## config.mk

```make
export PLATFORM = sky130hd
export DESIGN_NAME = tkb_bridge
export DESIGN_NICKNAME = d
export VERILOG_FILES = /design/src/rtl/tkb_pkg.sv /design/src/rtl/tkb_fifo.sv /design/src/rtl/tkb_fire.sv /design/src/rtl/tkb_regs.sv /design/src/rtl/tkb_bridge.sv
export SDC_FILE = /design/constraint.sdc
export NUM_CORES = 1
export LEC_CHECK = 0
export BUFFER_PORTS_ARGS = -buffer_cell sky130_fd_sc_hd__buf_2
export CAP_MARGIN = 25
export CORE_MARGIN = 8
export CORE_UTILIZATION = 40
export CTS_BUF_LIST = sky130_fd_sc_hd__clkbuf_8
export CTS_CLUSTER_DIAMETER = 80
export DETAILED_ROUTE_END_ITERATION = 10
export MAX_ROUTING_LAYER = met4
export SLEW_MARGIN = 20
export SYNTH_ARGS = -nofsm -noshare
export SYNTH_HDL_FRONTEND = slang
export SYNTH_SLANG_ARGS = --single-unit
```

## constraint.sdc

```tcl
create_clock -name clk -period 10.25 [get_ports clk]
set_clock_uncertainty 0.05 [all_clocks]
set_input_delay 1.5375 -clock clk [delete_from_list [all_inputs] [get_ports clk]]
set_output_delay 1.5375 -clock clk [all_outputs]
set_load 0.01 [all_outputs]
```

## src/rtl/tkb_pkg.sv

```systemverilog
package tkb_pkg;

  localparam int OFS_STEP = 0;
  localparam int OFS_STAT = 4;
  localparam int OFS_IN   = 8;
  localparam int OFS_OUT  = 12;

  typedef struct packed {
    logic out_empty;
    logic in_full;
    logic done;
  } status_t;

  localparam int STAT_W = $bits(status_t);

endpackage

```

## src/rtl/tkb_fifo.sv

```systemverilog
module tkb_fifo #(
  parameter int W     = 64,
  parameter int DEPTH = 4
) (
  input  logic         clk,
  input  logic         rst_n,
  input  logic         flush,
  input  logic         push,
  input  logic         pop,
  input  logic [W-1:0] wdata,
  output logic [W-1:0] head,
  output logic         full,
  output logic         empty
);

  localparam int PW = (DEPTH > 1) ? $clog2(DEPTH) : 1;
  localparam int CW = $clog2(DEPTH + 1);

  logic [W-1:0]  mem [DEPTH];
  logic [PW-1:0] wr_q, wr_d, rd_q, rd_d;
  logic [CW-1:0] cnt_q, cnt_d;

  assign full  = (cnt_q == CW'(DEPTH));
  assign empty = (cnt_q == '0);
  assign head  = mem[rd_q];

  always_comb begin
    wr_d  = wr_q;
    rd_d  = rd_q;
    cnt_d = cnt_q;
    if (flush) begin
      wr_d  = '0;
      rd_d  = '0;
      cnt_d = '0;
    end else begin
      if (push) wr_d = (wr_q == PW'(DEPTH - 1)) ? '0 : wr_q + 1'b1;
      if (pop)  rd_d = (rd_q == PW'(DEPTH - 1)) ? '0 : rd_q + 1'b1;
      cnt_d = cnt_q + CW'(push) - CW'(pop);
    end
  end

  always_ff @(posedge clk or negedge rst_n) begin
    if (!rst_n) begin
      wr_q  <= '0;
      rd_q  <= '0;
      cnt_q <= '0;
    end else begin
      wr_q  <= wr_d;
      rd_q  <= rd_d;
      cnt_q <= cnt_d;
    end
  end

  always_ff @(posedge clk) begin
    if (push && !flush) mem[wr_q] <= wdata;
  end

  AST_FIFO_NO_OVERFLOW: assert property (@(posedge clk) disable iff (!rst_n)
    push |-> !full);
  AST_FIFO_NO_UNDERFLOW: assert property (@(posedge clk) disable iff (!rst_n)
    pop |-> !empty);

endmodule

```

## src/rtl/tkb_fire.sv

```systemverilog
module tkb_fire #(
  parameter int DATA_W = 64
) (
  input  logic              tgt_tok_valid,
  input  logic              drv_tok_ready,
  input  logic              rst_tok_valid,
  input  logic              rst_tok_val,
  input  logic              budget_ok,
  input  logic              in_empty,
  input  logic [DATA_W-1:0] in_head,
  input  logic              out_full,
  input  logic              tgt_xv,
  input  logic              tgt_xrdy,
  output logic              fire,
  output logic              drv_xv,
  output logic [DATA_W-1:0] drv_xdata,
  output logic              drv_xrdy,
  output logic              in_pop,
  output logic              out_push,
  output logic              flush
);

  always_comb begin
    fire      = tgt_tok_valid && drv_tok_ready && rst_tok_valid && budget_ok;
    drv_xv    = !in_empty && !rst_tok_val;
    drv_xdata = in_head;
    drv_xrdy  = !out_full && !rst_tok_val;
    in_pop    = fire && drv_xv && tgt_xrdy;
    out_push  = fire && tgt_xv && drv_xrdy;
    flush     = fire && rst_tok_val;
  end

endmodule

```

## src/rtl/tkb_regs.sv

```systemverilog
module tkb_regs
  import tkb_pkg::*;
#(
  parameter int DATA_W = 64,
  parameter int BUS_W  = 32,
  parameter int ADDR_W = 4,
  parameter int STEP_W = 16
) (
  input  logic              clk,
  input  logic              rst_n,
  input  logic              reg_wr,
  input  logic              reg_rd,
  input  logic [ADDR_W-1:0] reg_addr,
  input  logic [BUS_W-1:0]  reg_wdata,
  output logic [BUS_W-1:0]  reg_rdata,
  input  logic              fire,
  input  logic              in_full,
  input  logic              in_empty,
  input  logic              out_empty,
  input  logic [DATA_W-1:0] out_head,
  output logic              in_push,
  output logic [DATA_W-1:0] in_wdata,
  output logic              out_pop,
  output logic              budget_ok,
  output logic              done
);

  localparam int WORDS = (DATA_W + BUS_W - 1) / BUS_W;
  localparam int IW    = (WORDS > 1) ? $clog2(WORDS) : 1;
  localparam int PN    = (WORDS > 1) ? WORDS - 1 : 1;
  localparam int FW    = WORDS * BUS_W;

  logic              wr_step, wr_in, rd_stat, rd_out;
  logic              wr_last, rd_last;
  logic [IW-1:0]     wr_idx_q, wr_idx_d, rd_idx_q, rd_idx_d;
  logic [BUS_W-1:0]  part_q [PN];
  logic [FW-1:0]     asm_vec, head_pad;
  logic [STEP_W-1:0] steps_q, steps_d;
  logic [BUS_W-1:0]  rdata_q, rdata_d;
  status_t           stat;

  assign wr_step = reg_wr && (reg_addr == ADDR_W'(OFS_STEP));
  assign wr_in   = reg_wr && (reg_addr == ADDR_W'(OFS_IN));
  assign rd_stat = reg_rd && (reg_addr == ADDR_W'(OFS_STAT));
  assign rd_out  = reg_rd && (reg_addr == ADDR_W'(OFS_OUT));

  assign wr_last = (wr_idx_q == IW'(WORDS - 1));
  assign rd_last = (rd_idx_q == IW'(WORDS - 1));

  assign budget_ok = (steps_q != '0);
  assign done      = !budget_ok && in_empty;
  assign in_push   = wr_in && wr_last && !in_full;
  assign out_pop   = rd_out && !out_empty && rd_last;
  assign reg_rdata = rdata_q;

  // assemble the incoming wide value from stored words plus the current one
  always_comb begin
    asm_vec = '0;
    for (int k = 0; k < WORDS - 1; k++) begin
      asm_vec[k*BUS_W +: BUS_W] = part_q[k];
    end
    asm_vec[(WORDS-1)*BUS_W +: BUS_W] = reg_wdata;
    in_wdata = asm_vec[DATA_W-1:0];
  end

  always_comb begin
    head_pad = '0;
    head_pad[DATA_W-1:0] = out_head;
  end

  always_comb begin
    stat.done      = done;
    stat.in_full   = in_full;
    stat.out_empty = out_empty;
  end

  always_comb begin
    wr_idx_d = wr_idx_q;
    rd_idx_d = rd_idx_q;
    steps_d  = steps_q;
    rdata_d  = '0;
    if (wr_in)                  wr_idx_d = wr_last ? '0 : wr_idx_q + 1'b1;
    if (rd_out && !out_empty)   rd_idx_d = rd_last ? '0 : rd_idx_q + 1'b1;
    if (wr_step)                steps_d  = reg_wdata[STEP_W-1:0];
    else if (fire)              steps_d  = steps_q - 1'b1;
    if (rd_stat)                rdata_d[STAT_W-1:0] = stat;
    if (rd_out && !out_empty)   rdata_d = head_pad[rd_idx_q*BUS_W +: BUS_W];
  end

  always_ff @(posedge clk or negedge rst_n) begin
    if (!rst_n) begin
      wr_idx_q <= '0;
      rd_idx_q <= '0;
      steps_q  <= '0;
      rdata_q  <= '0;
    end else begin
      wr_idx_q <= wr_idx_d;
      rd_idx_q <= rd_idx_d;
      steps_q  <= steps_d;
      if (reg_rd) rdata_q <= rdata_d;
    end
  end

  always_ff @(posedge clk) begin
    if (wr_in && !wr_last) part_q[wr_idx_q] <= reg_wdata;
  end

  AST_BUDGET_BLOCKS: assert property (@(posedge clk) disable iff (!rst_n)
    (steps_q == '0) |-> !fire);
  AST_STEP_DECREMENT: assert property (@(posedge clk) disable iff (!rst_n)
    (fire && !wr_step) |=> (steps_q == $past(steps_q) - 1'b1));
  AST_EMPTY_READ_ZERO: assert property (@(posedge clk) disable iff (!rst_n)
    (rd_out && out_empty) |=> (reg_rdata == '0));

endmodule

```

## src/rtl/tkb_bridge.sv

```systemverilog
module tkb_bridge #(
  parameter int DATA_W = 64,
  parameter int BUS_W  = 32,
  parameter int ADDR_W = 4,
  parameter int STEP_W = 16,
  parameter int DEPTH  = 4
) (
  input  logic              clk,
  input  logic              rst_n,
  input  logic              tgt_tok_valid,
  output logic              tgt_tok_ready,
  input  logic              tgt_tok_xv,
  input  logic [DATA_W-1:0] tgt_tok_xdata,
  input  logic              tgt_tok_xrdy,
  output logic              drv_tok_valid,
  input  logic              drv_tok_ready,
  output logic              drv_tok_xv,
  output logic [DATA_W-1:0] drv_tok_xdata,
  output logic              drv_tok_xrdy,
  input  logic              rst_tok_valid,
  output logic              rst_tok_ready,
  input  logic              rst_tok_val,
  input  logic              reg_wr,
  input  logic              reg_rd,
  input  logic [ADDR_W-1:0] reg_addr,
  input  logic [BUS_W-1:0]  reg_wdata,
  output logic [BUS_W-1:0]  reg_rdata,
  output logic              done
);

  logic              fire, flush, budget_ok;
  logic              in_push, in_pop, in_full, in_empty;
  logic              out_push, out_pop, out_full, out_empty;
  logic [DATA_W-1:0] in_wdata, in_head, out_head;

  assign tgt_tok_ready = fire;
  assign drv_tok_valid = fire;
  assign rst_tok_ready = fire;

  tkb_fire #(.DATA_W(DATA_W)) fire_i (
    .tgt_tok_valid (tgt_tok_valid),
    .drv_tok_ready (drv_tok_ready),
    .rst_tok_valid (rst_tok_valid),
    .rst_tok_val   (rst_tok_val),
    .budget_ok     (budget_ok),
    .in_empty      (in_empty),
    .in_head       (in_head),
    .out_full      (out_full),
    .tgt_xv        (tgt_tok_xv),
    .tgt_xrdy      (tgt_tok_xrdy),
    .fire          (fire),
    .drv_xv        (drv_tok_xv),
    .drv_xdata     (drv_tok_xdata),
    .drv_xrdy      (drv_tok_xrdy),
    .in_pop        (in_pop),
    .out_push      (out_push),
    .flush         (flush)
  );

  tkb_fifo #(.W(DATA_W), .DEPTH(DEPTH)) in_buf_i (
    .clk   (clk),
    .rst_n (rst_n),
    .flush (flush),
    .push  (in_push),
    .pop   (in_pop),
    .wdata (in_wdata),
    .head  (in_head),
    .full  (in_full),
    .empty (in_empty)
  );

  tkb_fifo #(.W(DATA_W), .DEPTH(DEPTH)) out_buf_i (
    .clk   (clk),
    .rst_n (rst_n),
    .flush (flush),
    .push  (out_push),
    .pop   (out_pop),
    .wdata (tgt_tok_xdata),
    .head  (out_head),
    .full  (out_full),
    .empty (out_empty)
  );

  tkb_regs #(
    .DATA_W (DATA_W),
    .BUS_W  (BUS_W),
    .ADDR_W (ADDR_W),
    .STEP_W (STEP_W)
  ) regs_i (
    .clk       (clk),
    .rst_n     (rst_n),
    .reg_wr    (reg_wr),
    .reg_rd    (reg_rd),
    .reg_addr  (reg_addr),
    .reg_wdata (reg_wdata),
    .reg_rdata (reg_rdata),
    .fire      (fire),
    .in_full   (in_full),
    .in_empty  (in_empty),
    .out_empty (out_empty),
    .out_head  (out_head),
    .in_push   (in_push),
    .in_wdata  (in_wdata),
    .out_pop   (out_pop),
    .budget_ok (budget_ok),
    .done      (done)
  );

  AST_TOKENS_TOGETHER: assert property (@(posedge clk) disable iff (!rst_n)
    drv_tok_valid |-> (tgt_tok_valid && drv_tok_ready && rst_tok_valid));
  AST_RESET_TOKEN_QUIET: assert property (@(posedge clk) disable iff (!rst_n)
    rst_tok_val |-> (!drv_tok_xv && !drv_tok_xrdy));
  AST_FLUSH_EMPTIES: assert property (@(posedge clk) disable iff (!rst_n)
    (drv_tok_valid && rst_tok_val) |=> (in_empty && out_empty));
  AST_DONE_IDLE: assert property (@(posedge clk) disable iff (!rst_n)
    done |-> !drv_tok_valid);

endmodule

```

Word level (Yosys, flattened, before mapping)
Memory sizes are Yosys's and may differ from the RTL's.
Cells that the tools add are included.
{"block": "op_classes", "add_sub_neg": 11, "mul": 0, "div_mod_pow": 0, "magnitude_cmp": 0, "n_eq_ne": 9, "shifts": 1, "muxes": 26, "bitwise": 0, "n_reduce_logical": 39}
{"cell": "$shiftx 64x7->32", "n": 1}
{"cell": "$mux 16", "n": 2}
{"cell": "$mux 32", "n": 1}
{"cell": "$mux 2", "n": 12}
{"cell": "$logic_and 1x1->1", "n": 22}
{"cell": "$reduce_bool 16->1", "n": 1}
{"cell": "$sub 16x1->16 const B", "n": 1}
{"cell": "$reduce_bool 2->1", "n": 5}
{"cell": "$mux 3", "n": 3}
{"cell": "$add 2x1->2 const B", "n": 4}
{"cell": "$eq 2x2->1 const B", "n": 4}
{"cell": "$eq 4x4->1 const B", "n": 2}
{"cell": "$logic_not 1->1", "n": 8}
{"cell": "$mux 1", "n": 8}
{"cell": "$add 3x1->3", "n": 2}
{"cell": "$eq 3x3->1 const B", "n": 2}
{"cell": "$logic_not 3->1", "n": 2}
{"cell": "$sub 3x1->3", "n": 2}
{"cell": "$eq 4x3->1 const B", "n": 1}
{"cell": "$logic_not 4->1", "n": 1}
{"cell": "$add 1x1->1 const B", "n": 2}
{"block": "word_totals", "reg_bits": 64, "latch_bits": 0, "mem_bits_rw": 544, "mem_bits_ro": 0, "inputBits": 110, "out_inout_bits": 102, "elab_cells": 99, "memories": 3}
{"name": "in_buf_i.mem", "words": 4, "word_bits": 64, "rd": 1, "rd_ports_with_merged_regs": 0, "write_ports": 1, "line": "tkb_fifo.sv:19", "rtl": "logic [W-1:0] mem [DEPTH];"}
{"name": "out_buf_i.mem", "words": 4, "word_bits": 64, "rd": 1, "rd_ports_with_merged_regs": 0, "write_ports": 1, "line": "tkb_fifo.sv:19"}
{"name": "regs_i.part_q", "words": 1, "word_bits": 32, "rd": 1, "rd_ports_with_merged_regs": 0, "write_ports": 1, "line": "tkb_regs.sv:36", "rtl": "logic [BUS_W-1:0] part_q [PN];"}

Longest topological paths before layout
{"block": "logic_depth", "ltp_word": 8, "ltp_mapped": 13}

Modules after synthesis
A second synthesis with hierarchy kept.
{"block": "unflattened", "hier_cells": 1149, "hier_area_um2": 23734.0}
{"module": "tkb_fifo at out_buf_i", "instances": 1, "cells_each": 375, "area_each_um2": 9725.6, "seq_area_each_um2": 7862.5}
{"module": "tkb_fifo at in_buf_i", "instances": 1, "cells_each": 375, "area_each_um2": 9708.1, "seq_area_each_um2": 7862.5}
{"module": "tkb_regs", "instances": 1, "cells_each": 327, "area_each_um2": 3766.1, "seq_area_each_um2": 2212.1}
{"module": "tkb_fire", "instances": 1, "cells_each": 70, "area_each_um2": 519.2, "seq_area_each_um2": 0.0}
{"module": "tkb_bridge", "instances": 1, "cells_each": 2, "area_each_um2": 15.0, "seq_area_each_um2": 0.0}

Least setup slack after synthesis
Ideal clock, no wire load.
{"block": "synth_path", "kind": "input port to flip-flop", "from": "input reg_addr[2]", "to": "memory in_buf_i.mem[0][0], enable pin", "setup_time_ps": 429, "t_arrival_ps": 3870, "path_slack_ps": 5901, "path_stages": 5, "n_path_buf": 0, "cell_sequence": "nand2b_1 > nor3_1 > nand4_1 > nor2_1 > and2_1"}
{"block": "synth_via", "elab_chain_len": 7}
{"item": "start: declaration", "line": "tkb_bridge.sv:25", "rtl": "input logic [ADDR_W-1:0] reg_addr,"}
{"item": "$eq 4x4->1", "line": "tkb_regs.sv:43", "rtl": "assign wr_in = reg_wr && (reg_addr == ADDR_W'(OFS_IN));"}
{"item": "$logic_and 1x1->1", "line": "tkb_regs.sv:43"}
{"item": "$logic_and 1x1->1 (2 in series)", "line": "tkb_regs.sv:52", "rtl": "assign in_push = wr_in && wr_last && !in_full;"}
{"item": "$logic_and 1x1->1", "line": "tkb_fifo.sv:55", "rtl": "if (push && !flush) mem[wr_q] <= wdata;"}
{"item": "$mux 1", "line": "tkb_fifo.sv:55"}
{"item": "$mux 1 (not written as such)", "line": "tkb_fifo.sv:55"}
{"item": "end: declaration", "line": "tkb_fifo.sv:19"}
Every way passes these cells.

Worst setup path in the final report
{"block": "layout_path", "from": "register in_buf_i.rd_q[0]", "to": "output drv_tok_xdata[45]"}
{"block": "layout_via", "elab_chain_len": 1}
{"item": "start: declaration", "line": "tkb_fifo.sv:20", "rtl": "logic [PW-1:0] wr_q, wr_d, rd_q, rd_d;"}
{"item": "start signal: assignment", "line": "tkb_fifo.sv:49", "rtl": "rd_q <= rd_d;"}
{"item": "$mem_v2 4x64"}
{"item": "end: declaration", "line": "tkb_bridge.sv:18", "rtl": "output logic [DATA_W-1:0] drv_tok_xdata,"}
Every way passes these cells.

==> flow_summary.toml <==
[outcome]
run_status = "complete, no violations"

[clock_tree]
ctsResizeCount = 0
htree_num_levels = 3
holdBufCountCts = 0
clk_latency_ns = 0.68
cts_made_buffers = 97
clock-sinks = 608
path_clk_slew_ns = 0.06
cts_tree = "built"
cts_root_buf = "clkbuf_8"
cts_buffer_depth = 3
postCtsSetupBuffers = 0

[flow_run]
cap_viol_max_count = 0

[synthesis]
syn_inst = 1075
synth_nets = 1203
syn_area_um2 = 22960
synth.distinct_cells = 47
yosys_warnings = 0
syn_avg_cell_area_um2 = 21.36
ys_ff_latch = 608
synthArstFlopShare_pct = 10.53
synth_edf_count = 544
ys_seq_area_share_pct = 78.12
synth_ff_type = "edfxtp_1"

[timing]
finalCritPeriodShare_pct = 45.14
worstMarginPinSlew_ns = 1.035
slew_violations = 0
period_needed_ns = 4.627
fin_setup_tns_ns = 0
rsz0062_at_grt = "no"
finalHoldViolations = 0
setup_ws_ns = 5.623
fmax_mhz = 216.1
whs_ns = 0.4265
setup_viol = 0
relSlewSlack_pct = 30.97

[critical_path]
crit_fanout = 37
worst-path-stages = 3
critPathKind = "reg -> out"
cpLargestDelayFamily = "flip-flops"
worstPathCellList = "buf_4, mux4_2, buf_2"
arrival_ns = 3.04
max_stage_delay_ns = 0.87
path_buf_inv = 2
cp-end-kind = "output port"
worstPathRequired_ns = 8.66
crit_path_start_kind = "flop"
ff2ff_path_depth = 8
critPathSlowestCell = "dfrtp_4"

[placed_design]
place_congestion = 0.7032
port_buffers = 211
hpwl_um = 26860
dp.cells = 2018
dp_slack_ns = 5.758

[routing]
drtIter0Drc = 643
antenna_left = 0
drt-pass1-iter-count = 5
vias_per_cell = 4.983
drc = 0
wire_per_inst_um = 21.19
vias = 11072
drt_wl_total_um = 47090

[global_routing]
grt_pass1_wl_um = 71620
grt_use_total_pct = 14.66
gr-total-overflow = 0
grt_antenna_before_repair = 10
grt_start_max_net_pins = 68
grt_pass1_vias = 11768

[worst_hold_path]
min_path_type = "reg -> reg"
hold_depth = 0

[die]
ios = 212
die-height_um = 255.6
dieWidth_um = 255.6
fp-row-count = 88
die-area_um2 = 65320
start_util_pct = 40.10
core-area_um2 = 57250

[power_and_ir_drop]
ir_drop_mv = 0.1525
power_mw = 5.651
p_leak_nw = 9.506
power_density_nw_per_um2 = 208.5

[cells_and_area]
area_growth_pct = 18.02
final_common_cell = "edfxtp_1"
final_cell_mix = "edfxtp_1 (544), buf_2 (211), mux4_2 (128), clkbuf_8 (117), inv_1 (75)"
final_cells = 2222
final_layout_size_suffix_gt1_share_pct = 36.31
finalNetCount = 1486
## registers in the layout (all words and copies together), names as in the netlist
name              cells
in_buf_i.mem        256
out_buf_i.mem       256
regs_i.part_q        32
regs_i.reg_rdata     32
regs_i.steps_q       16
in_buf_i.cnt_q        3
out_buf_i.cnt_q       3
in_buf_i.rd_q         2
in_buf_i.wr_q         2
out_buf_i.rd_q        2
out_buf_i.wr_q        2
regs_i.rd_idx_q       1
regs_i.wr_idx_q       1
## worst reg2reg max path, delay by kind of cell (launching register included)
family	cells	cell delay (ns)
flops	1	0.40
buf+inv	2	0.84
fa+ha+maj	1	0.17
simple gates	5	1.47
## stage by stage
| step | area [µm²] | utilization, % |
|---|---|---|
| global route | 27090 | 47.31 |
| finish | 27100 | 47.33 |
| global placement | 24920 | 43.53 |
| CTS | 26920 | 47.02 |
| floorplan | 22960 | - |
| detailed placement | 24930 | 43.54 |
## cell type report
type	instances	area, µm²
fillers	4931	30160
repair buffers	232	1311
flip-flops and latches	608	17950
clock inverters	67	381.6
multi-input cells	376	4692
diodes	14	35.03
clock buffers	117	1610
well taps	765	957.2
inverters	43	161.4
## worst paths after layout
| kind | startpoint | to | slack (ns) |
|---|---|---|---|
| worst max-delay path | in_buf_i.rd_q[0] | drv_tok_xdata[45] | 5.62 |
| worst min-delay path | regs_i.part_q[0][0] | in_buf_i.mem[1][0] | 0.43 |
| worst max register to register | regs_i.steps_q[0] | in_buf_i.mem[3][59] | 6.87 |
| worst min register to register | regs_i.part_q[0][0] | in_buf_i.mem[1][0] | 0.43 |
| max in group asynchronous | rst_n | in_buf_i.rd_q[1] | 8.82 |
| min in group asynchronous | rst_n | regs_i.reg_rdata[18] | 0.72 |
## cell usage after synthesis (4+ instances only)
library cell,number,share of area (%)
edfxtp_1,544,71
mux4_2,128,13
dfrtp_1,64,7.0
inv_1,42,0.69
mux2i_1,34,1.5
nand2_1,29,0.47
o22ai_1,29,0.79
nor2_1,27,0.44
clkbuf_1,23,0.38
buf_2,18,0.39
xnor2_1,17,0.65
ha_1,16,0.87
o21ai_0,14,0.31
and2_1,9,0.25
nor3_1,9,0.20
nand3_1,8,0.17
a21oi_1,6,0.13
and3_1,4,0.11
buf_1,4,0.065
o21ai_1,4,0.087
xor2_1,4,0.15
## routing by layer
layer | vias to the layer above | routed length, µm | GRT usage [%]
met1 | 5728 | 20660 | 19.05
met5 | - | 0 | -
met3 | 66 | 3088 | 4.199
met2 | 304 | 22500 | 22.23
met4 | 0 | 835 | 4.835
li1 | 4974 | - | -
## where the power goes
| group | switching, mW | leakage (nW) | total [mW] | internal (mW) |
|---|---|---|---|---|
| clock network | 0.940 | 1.15 | 2.04 | 1.10 |
| logic | 0.345 | 2.63 | 0.716 | 0.371 |
| registers | 0.129 | 5.73 | 2.90 | 2.77 |
| total | 1.41 | 9.51 | 5.65 | 4.24 |
## kinds of logic after synthesis
| family | Yosys count | share of synthesized area (%) |
|---|---|---|
| xor+xnor | 21 | 0.8010 |
| compound gates | 63 | 1.695 |
| simple gates | 112 | 2.676 |
| fa+ha+maj | 18 | 1.046 |
| mux | 162 | 14.04 |
| flops | 608 | 78.12 |
| buf+inv | 91 | 1.624 |
Note: power is estimated with default switching activity, not from simulation.
